## src/rtl/chg_fault_pkg.sv

```systemverilog
package chg_fault_pkg;

  // Clear-on-read rule applied by a flag channel
  typedef enum logic [0:0] {
    CLR_ON_READ   = 1'b0,  // read clears regardless of live condition
    CLR_WHEN_GONE = 1'b1   // read clears only when condition is absent
  } clr_rule_e;

  localparam int unsigned NUM_FAULTS = 2;
  localparam int unsigned FLT_OVP    = 0;
  localparam int unsigned FLT_TMR    = 1;

  function automatic clr_rule_e rule_of(input int unsigned idx);
    return (idx == FLT_OVP) ? CLR_WHEN_GONE : CLR_ON_READ;
  endfunction

endpackage

```

## src/rtl/flag_read_decode.sv

```systemverilog
module flag_read_decode
  import chg_fault_pkg::*;
#(
  parameter int unsigned ADDR_W = 8,
  parameter logic [ADDR_W-1:0] OVP_FLAG_ADDR = 8'h0A,
  parameter logic [ADDR_W-1:0] TMR_FLAG_ADDR = 8'h0C
) (
  input  logic                  rd_stb_i,
  input  logic [ADDR_W-1:0]     rd_addr_i,
  output logic [NUM_FAULTS-1:0] hit_o
);

  localparam logic [ADDR_W-1:0] ADDR_TAB [NUM_FAULTS] = '{OVP_FLAG_ADDR, TMR_FLAG_ADDR};

  for (genvar g = 0; g < NUM_FAULTS; g++) begin : g_hit
    assign hit_o[g] = rd_stb_i && (rd_addr_i == ADDR_TAB[g]);
  end

endmodule

```

## src/rtl/fault_edge_latch.sv

```systemverilog
module fault_edge_latch
  import chg_fault_pkg::*;
#(
  parameter clr_rule_e RULE = CLR_ON_READ
) (
  input  logic clk,
  input  logic rst,
  input  logic cond_i,
  input  logic rd_hit_i,
  output logic live_o,
  output logic rise_o,
  output logic flag_o
);

  logic live_q;
  logic flag_q;
  logic clr_req;

  // Edge is seen against the registered copy of the condition
  assign rise_o = cond_i && !live_q;

  if (RULE == CLR_WHEN_GONE) begin : g_gone
    assign clr_req = rd_hit_i && !cond_i;
  end else begin : g_always
    assign clr_req = rd_hit_i;
  end

  always_ff @(posedge clk) begin
    if (rst) begin
      live_q <= 1'b0;
      flag_q <= 1'b0;
    end else begin
      live_q <= cond_i;
      // a new edge wins over a clear in the same cycle
      if (rise_o)       flag_q <= 1'b1;
      else if (clr_req) flag_q <= 1'b0;
    end
  end

  assign live_o = live_q;
  assign flag_o = flag_q;

endmodule

```

## src/rtl/irq_pulse_gen.sv

```systemverilog
module irq_pulse_gen #(
  parameter int unsigned NUM_SRC     = 2,
  parameter int unsigned PULSE_TICKS = 128
) (
  input  logic               clk,
  input  logic               rst,
  input  logic [NUM_SRC-1:0] trig_i,
  input  logic               tick_i,
  output logic               irq_n_o
);

  localparam int unsigned CNT_W = $clog2(PULSE_TICKS + 1);
  localparam logic [CNT_W-1:0] LAST = CNT_W'(PULSE_TICKS - 1);

  logic             irq_n_q;
  logic [CNT_W-1:0] cnt_q;

  always_ff @(posedge clk) begin
    if (rst) begin
      irq_n_q <= 1'b1;
      cnt_q   <= '0;
    end else if (irq_n_q) begin
      // idle: only an idle generator accepts a trigger
      if (|trig_i) begin
        irq_n_q <= 1'b0;
        cnt_q   <= '0;
      end
    end else if (tick_i) begin
      if (cnt_q == LAST) begin
        irq_n_q <= 1'b1;
        cnt_q   <= '0;
      end else begin
        cnt_q <= cnt_q + 1'b1;
      end
    end
  end

  assign irq_n_o = irq_n_q;

endmodule

```

## src/rtl/chg_fault_flags.sv

```systemverilog
module chg_fault_flags
  import chg_fault_pkg::*;
#(
  parameter int unsigned ADDR_W = 8,
  parameter logic [ADDR_W-1:0] OVP_FLAG_ADDR = 8'h0A,
  parameter logic [ADDR_W-1:0] TMR_FLAG_ADDR = 8'h0C,
  parameter int unsigned PULSE_TICKS = 128
) (
  input  logic              clk,
  input  logic              rst,
  input  logic              ovp_raw_i,
  input  logic              tmr_fault_i,
  input  logic              rd_stb_i,
  input  logic [ADDR_W-1:0] rd_addr_i,
  input  logic              tick_i,
  output logic              ovp_stat_o,
  output logic              tmr_stat_o,
  output logic              ovp_flag_o,
  output logic              tmr_flag_o,
  output logic              irq_n_o
);

  logic [NUM_FAULTS-1:0] cond;
  logic [NUM_FAULTS-1:0] hit;
  logic [NUM_FAULTS-1:0] live;
  logic [NUM_FAULTS-1:0] rise;
  logic [NUM_FAULTS-1:0] flag;

  assign cond[FLT_OVP] = ovp_raw_i;
  assign cond[FLT_TMR] = tmr_fault_i;

  flag_read_decode #(
    .ADDR_W       (ADDR_W),
    .OVP_FLAG_ADDR(OVP_FLAG_ADDR),
    .TMR_FLAG_ADDR(TMR_FLAG_ADDR)
  ) u_dec (
    .rd_stb_i (rd_stb_i),
    .rd_addr_i(rd_addr_i),
    .hit_o    (hit)
  );

  for (genvar g = 0; g < NUM_FAULTS; g++) begin : g_chan
    fault_edge_latch #(
      .RULE(rule_of(g))
    ) u_latch (
      .clk     (clk),
      .rst     (rst),
      .cond_i  (cond[g]),
      .rd_hit_i(hit[g]),
      .live_o  (live[g]),
      .rise_o  (rise[g]),
      .flag_o  (flag[g])
    );
  end

  irq_pulse_gen #(
    .NUM_SRC    (NUM_FAULTS),
    .PULSE_TICKS(PULSE_TICKS)
  ) u_irq (
    .clk    (clk),
    .rst    (rst),
    .trig_i (rise),
    .tick_i (tick_i),
    .irq_n_o(irq_n_o)
  );

  assign ovp_stat_o = live[FLT_OVP];
  assign tmr_stat_o = live[FLT_TMR];
  assign ovp_flag_o = flag[FLT_OVP];
  assign tmr_flag_o = flag[FLT_TMR];

endmodule

```

## config.mk

```make
export PLATFORM = sky130hd
export DESIGN_NAME = chg_fault_flags
export DESIGN_NICKNAME = d
export VERILOG_FILES = /design/src/rtl/chg_fault_pkg.sv /design/src/rtl/flag_read_decode.sv /design/src/rtl/fault_edge_latch.sv /design/src/rtl/irq_pulse_gen.sv /design/src/rtl/chg_fault_flags.sv
export SDC_FILE = /design/constraint.sdc
export NUM_CORES = 1
export LEC_CHECK = 0
export ABC_AREA = 1
export ABC_CLOCK_PERIOD_IN_PS = 2600
export BUFFER_PORTS_ARGS = -buffer_cell sky130_fd_sc_hd__buf_2
export CORE_MARGIN = 3
export CORE_UTILIZATION = 53
export CTS_CLUSTER_SIZE = 10
export DETAILED_ROUTE_END_ITERATION = 7
export PLACE_DENSITY_LB_ADDON = 0.25
export REMOVE_ABC_BUFFERS = 1
export SYNTH_ARGS = -nofsm -noshare
export SYNTH_HDL_FRONTEND = slang
export SYNTH_SLANG_ARGS = --single-unit
```

## constraint.sdc

```tcl
create_clock -name clk -period 2.6 [get_ports clk]
set_input_delay 0.26 -clock clk [delete_from_list [all_inputs] [get_ports clk]]
set_output_delay 0.26 -clock clk [all_outputs]
set_load 0.02 [all_outputs]
```

== Yosys cells after proc, flatten, opt, wreduce, memory -nomap -nowiden ==
Cells that the tools add are included.
Operators by class
  $add $sub $neg: 1
  equality and inequality tests: 4
  multiplexer cells: 12
  reductions and logical operators: 13
Operator list (number)
  2-to-1 mux 8 bit: 4
  equality test 8 x 4 -> 1 bit (second input constant): 2
  adder 8 x 1 -> 8 bit (second input constant): 1
  equality test 8 x 7 -> 1 bit (second input constant): 1
  2-to-1 mux 1 bit: 8
  nonzero test 2 bit: 3
  logical AND 1 bit: 5
  zero test 1 bit: 3
  inequality test 2 bit (second input constant): 1
  AND reduction 2 bit: 1
  OR reduction 2 bit: 1
Storage, ports and cells
  flip-flop bits (word level): 13
  output and inout port bits: 5
  word-level logic and storage cells: 36

== Longest topological paths before layout ==
Gate-level depths: netlist of run 1.
  depth in word-level cells: 5
  gate-level depth with buffers: 9

== Modules after synthesis ==
From an unflattened synthesis of run 1, not the netlist that was laid out.
Second synthesis, totals
  cell total of the unflattened synthesis: 108
  area, all modules: 726.9 um^2
By module, submodules not included
  irq_pulse_gen: times used 1, cells each 76, area an instance 529.3 um^2, sequential area each 180.2 um^2
  fault_edge_latch (g_chan[0].u_latch): times used 1, cells each 11, area an instance 77.6 um^2, sequential area each 40.0 um^2
  fault_edge_latch (g_chan[1].u_latch): times used 1, cells each 10, area an instance 75.1 um^2, sequential area each 40.0 um^2
  flag_read_decode: times used 1, cells each 11, area an instance 45.0 um^2, sequential area each 0.0 um^2

== Worst setup path after synthesis of run 1 ==
No wires, ideal clock.
  path type: register to register
  start point: register u_irq.cnt_q[1]
  end point: register u_irq.cnt_q[3]
  library setup time: 116 ps
  arrival: 1003 ps
  required time: 2484 ps
  slack: 1481 ps
  stages on the path, launching flop included: 9
  path buffers: 0
  clock period less this slack: 1119 ps
  cells stage by stage: dfxtp_1 -> ha_1 -> nand2_1 -> nor2_2 -> nand2_1 -> nand2_1 -> nand2_1 -> nand2_1 -> a21oi_1
Between the ends
  word-level cells in the longest chain between the ends: 4
  elaborated cells on any way between the ends: 5
  those cells by class: 1 x add/sub; 1 x eq/ne; 3 x mux
Ends and longest elaborated chain
  start, declared: RTL line irq_pulse_gen.sv:16  | logic [CNT_W-1:0] cnt_q;
  start signal, assigned: RTL line irq_pulse_gen.sv:33  | cnt_q <= cnt_q + 1'b1;
  adder 8 x 1 -> 8 bit or equality test 8 x 7 -> 1 bit (tied branches): RTL line irq_pulse_gen.sv:33, irq_pulse_gen.sv:29
  2-to-1 mux 8 bit (*): RTL line irq_pulse_gen.sv:29  | if (cnt_q == LAST) begin
  2-to-1 mux 8 bit (*): RTL line irq_pulse_gen.sv:28  | end else if (tick_i) begin
  2-to-1 mux 8 bit (*): RTL line irq_pulse_gen.sv:22  | end else if (irq_n_q) begin
Every way passes the cells marked *; elsewhere a longest branch is shown, timed or not. The select of a mux whose other input is x is not followed.
A chain may end at the register's enable or synchronous reset.

== Worst setup path in the final report of run 1 ==
  start point: register u_irq.cnt_q[0]
  end point: register u_irq.cnt_q[7]
The elaborated chain is that of the path after synthesis.

==> results.md, run 1 <==
- CTS Hold Bufs: 0
- Synthesized cell area: approximately 720 um2
- Pre-Repair DR Iteration Count: 4
- GR peak layer: met2
- Post-synth top area cell: dfxtp_1
- Vias per Instance: just under 5
- Most used cell along the critical path: nand2_1
- Met3 Use GR: 0.03814
- CTS buffer count: 3
- CP endpoint kind: flip-flop
- Initial core utilization: 0.6108
- Max Cap Violations: 0
- Worst endpoint data arrival time: between 1 and 1.5 ns
- Switching share of power: 0.2892
- Antenna-violating nets left: 0
- Sw Pwr: roughly 120 uW
- Hold Fails Final Rpt: 0
- Final setup fails: 0
- Die Y: between 40 and 50 um
- Final Max Slew Viols: 0
- Synth top area share: 0.3592
- P_int: ~290 uW
- Actual slew at the worst max-slew pin: 0.2401 ns
- CP bufs+invs: 0
- Number of synthesized register bits: 13
- WL per Instance: 10.53 um
- Multi-input gate area in the final layout: just under 400 um2
- PD cells: about 470 nW/um2
- Final Cycle Share: 0.4775
- First-pass GRT wire length: approximately 2.6 mm
- Half-perimeter wire length after placement: 1.181 mm
- Core box area: 1186 um2
- Placed Area: between 800 and 900 um2
- Slew margin rel.: 0.8384
- Crit Path Class: reg -> reg
- Via count: about 730
- Post-route DRC: 0
- Share of post-route cells with drive strength above 1: 0.2576
- Most common cell after layout, fill and taps aside: nand2_1
- Design area: around 850 um2
- Largest net degree at the start of global routing: 10
- H-tree Lvls: 1
- Num ports: 19
- CP Launch Type: flip-flop
- Antenna fix cells: 0
- CTS root buf: clkbuf_4
- Most frequent cells in the layout: 34 x nand2_1, 18 x buf_2, 16 x inv_1
- Critical-path maximum fanout: 4
- DR iter-0 viols: 24
- GRT overflow: 0
- Worst path slowest cell: dfxtp_1
- Setup Buffers After CTS: 0
- Routed WL: 1.538 mm
- CTS tree: yes
- Top cells by area, synth: dfxtp_1 36%, nand2_1 18%, inv_1 8.3%, nand3_1 6.9%, nor2_1 5.2%
- RSZ-0062 raised after global routing: no
- Syn Area/Cell: about 6.5 um2
- Worst-path clk slew: around 0.080 ns
- Synth unique cells: 20
- Clk sinks: 13
- Initial antenna violation count: 0
- Fin crit period: approximately 1.2 ns
- Met2 Use GR: 0.2754
- Port bufs: 18
- GR Layer Usage met1: 0.2449
- Warnings from Yosys: 0
- Worst Skew: about 0.0033 ns
- Routability congestion estimate: between 0.8 and 0.9
- CTS resizes: 0
- Clock share of power: 0.320
- Reg power frac: 0.528
- Area Growth Syn to Fin: 17.96%
- Setup_tns: 0 ns
- All-Layer GR Usage: 0.1857
- Crit path max-delay family: flip-flops
- Largest stage delay, worst path: ~0.34 ns
- Status: complete, no violations
- Sequential area share after synthesis: 0.3592
- Final net count: 148
- Crit path cell chain: ha_1, nand2_1, nor2_2, a21oi_1, nand2_1, a21oi_2
- CP required: 2.82 ns
- Worst hold-check path type: in -> reg
- Row cnt: 12
- Fmax: between 800 and 900 MHz
- Vias in the first global route: 638
- Clock latency on the worst-skew pair: approximately 0.28 ns
- Cells after Synth: ~110
- Filler instances: 93
- Logic pwr share: 0.153
- Die W: about 43 um
- CTS Buffer Depth: 2
- Leak: between 0.0003 and 0.0004 uW
- Peak supply drop: around 340 uV
- Reg area: between 200 and 300 um2
- Die footprint: about 1800 um2
## power by group through the flow
stage | Sequential [uW] | Combinational (uW) | Clock (uW)
floorplan | 222 | 29.8 | 0
global placement | 216 | 60.0 | 0
detailed placement | 216 | 61.1 | 0
CTS | 212 | 61.4 | 131
global route | 213 | 68.7 | 146
finish | 212 | 61.2 | 128
## kinds of logic after synthesis
family	count (synthesis)	synth area share
simple gates	68	0.4387
buf+inv	18	0.09498
flops	13	0.3592
compound gates	11	0.08982
fa+ha+maj	1	0.01727
## per-stage QoR
step	setup WS, ns	hold WS, ns	std cells	power (uW)	utilization
3_3_place_gp	1.430	0.4621	142	276.1	0.6973
4_1_cts	1.375	0.1822	146	404.3	0.7205
3_5_place_dp	1.390	0.4703	142	277.3	0.6973
6_report	1.359	0.1840	146	401.1	0.7205
5_1_grt	1.220	0.1857	146	427.5	0.7205
2_1_floorplan	1.481	0.3224	110	252.1	-
## flip-flops by register name (all words and copies together) (netlist names)
register	count
g_chan.u_latch.flag_o	2
u_irq.irq_n_o	1
u_irq.cnt_q	8
g_chan.u_latch.live_o	2
## final timing paths
check,from,end,slack (ns),depth (start not counted)
worst max register to register,u_irq.cnt_q[0],u_irq.cnt_q[7],1.36,6
worst min register to register,g_chan[1].u_latch.flag_o,g_chan[1].u_latch.flag_o,0.48,2
worst min-delay path,tmr_fault_i,g_chan[1].u_latch.live_o,0.18,3
worst max-delay path,u_irq.cnt_q[0],u_irq.cnt_q[7],1.36,6
## Yosys cell counts, drive strengths merged
master  number
nand4        2
or2          1
nand3       10
o211ai       1
nor4         1
ha           1
nor3         1
inv         17
buf          1
nor3b        1
o21ai        2
dfxtp       13
a21oi        8
nand2       38
nor2        14
## worst min-delay path, stage by stage
cell and delay [ns]:
buf_2 0.10, inv_1 0.04, nor2_1 0.03
## cell type report
cell class              instances  area share
repair buffers                 18      0.1054
inverters                      17     0.07467
well taps                      14     0.02050
clock buffers                   3     0.02635
clock inverters                 1    0.005857
multi-input cells              80      0.4627
flip-flops and latches         13      0.3045
## metal layers
metal  vias up  share of wire
li1        394              -
met1       313           0.49
met2        13           0.45
met3         5          0.036
met4         0          0.026
met5         -              0
Power figures use the tool's default switching activity.
==> inputs of run 2 (changes only) <==
ABC_CLOCK_PERIOD_IN_PS = 1100   (was 2600)
CORE_ASPECT_RATIO = 1.2   (was unset)
CORE_UTILIZATION = 45   (was 53)
clock period = 1.1 ns   (was 2.6 ns; I/O delays follow)
==> run 2 against run 1 <==
- the run now ends with negative setup slack left
- power rose by 150%
- hold slack got worse by 0.15 ns
- routed wire length rose by 11%
- fmax rose by 11%
- via count rose by 9.8%
- combinational power rose to 2.9 times the previous value
- final area rose by 14%
- sequential share of layout area fell by 3.2 points
- clock-buffer cell count rose by 1
- global-route usage fell by 0.61 points
- highest routed layer unchanged
==> results.md, run 2 (synthesized netlist as in run 1, its figures left out) <==
- Largest stage delay, worst path: between 0.3 and 0.4 ns
- Post-route DRC: 0
- Fin Hold WS: 0.03561 ns
- Final Cycle Share: 1.016
- Pre-Repair DR Iteration Count: 4
- CP endpoint kind: flip-flop
- Final setup fails: 3
- Share of post-route cells with drive strength above 1: 0.3913
- Peak supply drop: 654.5 uV
- Largest reg by FF count: u_irq.cnt_q
- Routed WL: roughly 1.7 mm
- Leak: approximately 0.00045 uW
- Setup Buffers After CTS: 0
- Die footprint: between 2000 and 2500 um2
- Finished Layout Cells: roughly 160
- Final worst slack: -0.01747 ns
- Worst path slowest cell: dfxtp_2
- P_int: around 700 uW
- Final Max Slew Viols: 0
- Sw Pwr: roughly 300 uW
- CTS root buf: clkbuf_4
- Routability congestion estimate: roughly 0.76
- H-tree Lvls: 1
- Hold Fails Final Rpt: 0
- Fin crit period: ~1.1 ns
- Fmax: between 800 and 900 MHz
- Initial core utilization: 0.4886
- First-pass GRT wire length: 2.780 mm
- CP required: approximately 1.3 ns
- Worst Skew: 0.003780 ns
- Most common cell after layout, fill and taps aside: nand2_1
- Port bufs: 18
- All-Layer GR Usage: 0.1796
- Worst hold-check path type: in -> reg
- RSZ-0062 raised after global routing: yes
- Clock share of power: 0.311
- Vias per Instance: 5.135
- Row cnt: 15
- Die W: between 40 and 50 um
- Switching share of power: 0.2941
- Via count: between 700 and 800
- CTS Buffer Depth: 2
- Max reg flops: 8
- Final net count: around 150
- Antenna-violating nets left: 0
- Worst-path clk slew: 0.08 ns
- Worst endpoint data arrival time: roughly 1.3 ns
- PD cells: 1019 nW/um2
- GRT overflow: 0
- Core box area: roughly 1500 um2
- Largest net degree at the start of global routing: 10
- CP Launch Type: flip-flop
- Reg power frac: 0.509
- Post-placement worst setup slack: -0.06397 ns
- Half-perimeter wire length after placement: ~1.3 mm
- Crit Path Class: reg -> reg
- Status: complete, but fails checks
- Crit path cell chain: ha_4, nand2_4, nor2_4, nand2_2, nand2_1, nand2_1, nand2_2, a21oi_1
- Actual slew at the worst max-slew pin: between 0.2 and 0.3 ns
- Placed Area: around 880 um2
- Die Y: 49.95 um
- Clock latency on the worst-skew pair: between 0.2 and 0.3 ns
- DR iter-0 viols: 17
- Failing checks: negative setup slack
- Logic pwr share: 0.180
- Max Cap Violations: 0
- Num ports: 19
- Most frequent cells in the layout: 29 x nand2_1, 18 x buf_2, 15 x inv_1
- CTS tree: yes
- Slew margin rel.: 0.8115
- Clk sinks: 13
- Design area: 973.4 um2
- Area Growth Syn to Fin: 34.37%
- Vias in the first global route: about 710
- Critical-path maximum fanout: 3
- Placed cells: between 150 and 200
- Initial antenna violation count: 0
- WL per Instance: approximately 11 um
- Total Power: between 900 and 1000 uW
- Antenna fix cells: 0
- CTS buffer count: 3
==> run 2: power by group through the flow <==
stage / Combinational (uW) / Clock, uW / Sequential, uW
2_1_floorplan: 70.4 / 0 / 525
3_3_place_gp: 154 / 0 / 510
3_5_place_dp: 158 / 0 / 511
4_1_cts: 161 / 324 / 504
5_1_grt: 198 / 354 / 506
6_report: 178 / 309 / 504
==> run 2: per-stage QoR <==
| stage | util | TNS [ns] |
|---|---|---|
| final | 0.6565 | -0.03140 |
| after global routing | 0.6565 | -0.5402 |
| after CTS | 0.6270 | -0.01038 |
| after detailed placement | 0.5907 | -0.2854 |
| after global placement | 0.5907 | -0.02849 |
| after floorplan | - | -0.03791 |
==> run 2: what timing repair did <==
| action | CTS | global route |
|---|---|---|
| hold buffers | 0 | 0 |
| resized for setup | 8 | 13 |
| setup endpoints to repair | 8 | 9 |
| pin swaps | 2 | 15 |
==> run 2: area by class of cell <==
class                   count  area (um2)
repair buffers             24       138.9
well taps                  17       21.27
flip-flops and latches     13       265.3
clock buffers               4       26.28
multi-input cells          80       457.9
fillers                   138       509.2
inverters                  17       63.81
==> run 2: layer usage <==
layer	share of wire	GRT usage	vias to the layer above
met5	0	0	-
met4	0.033	0.1399	0
met3	0.063	0.05474	5
met2	0.47	0.2875	26
met1	0.43	0.1907	365
li1	-	-	400
==> run 2: final timing paths <==
path | slack [ns] | endpoint | from | cells after the start
worst max-delay path | -0.02 | u_irq.cnt_q[3] | u_irq.cnt_q[1] | 8
worst min-delay path | 0.04 | g_chan[1].u_latch.live_o | tmr_fault_i | 3
worst max register to register | -0.02 | u_irq.cnt_q[3] | u_irq.cnt_q[1] | 8
worst min register to register | 0.48 | g_chan[1].u_latch.flag_o | g_chan[1].u_latch.flag_o | 2
==> run 2: worst max-delay path: cells and delay by family, from the launching register on <==
family,cells,cell delay (ns)
compound gates,1,0.04
fa+ha+maj,1,0.16
flops,1,0.36
simple gates,6,0.45
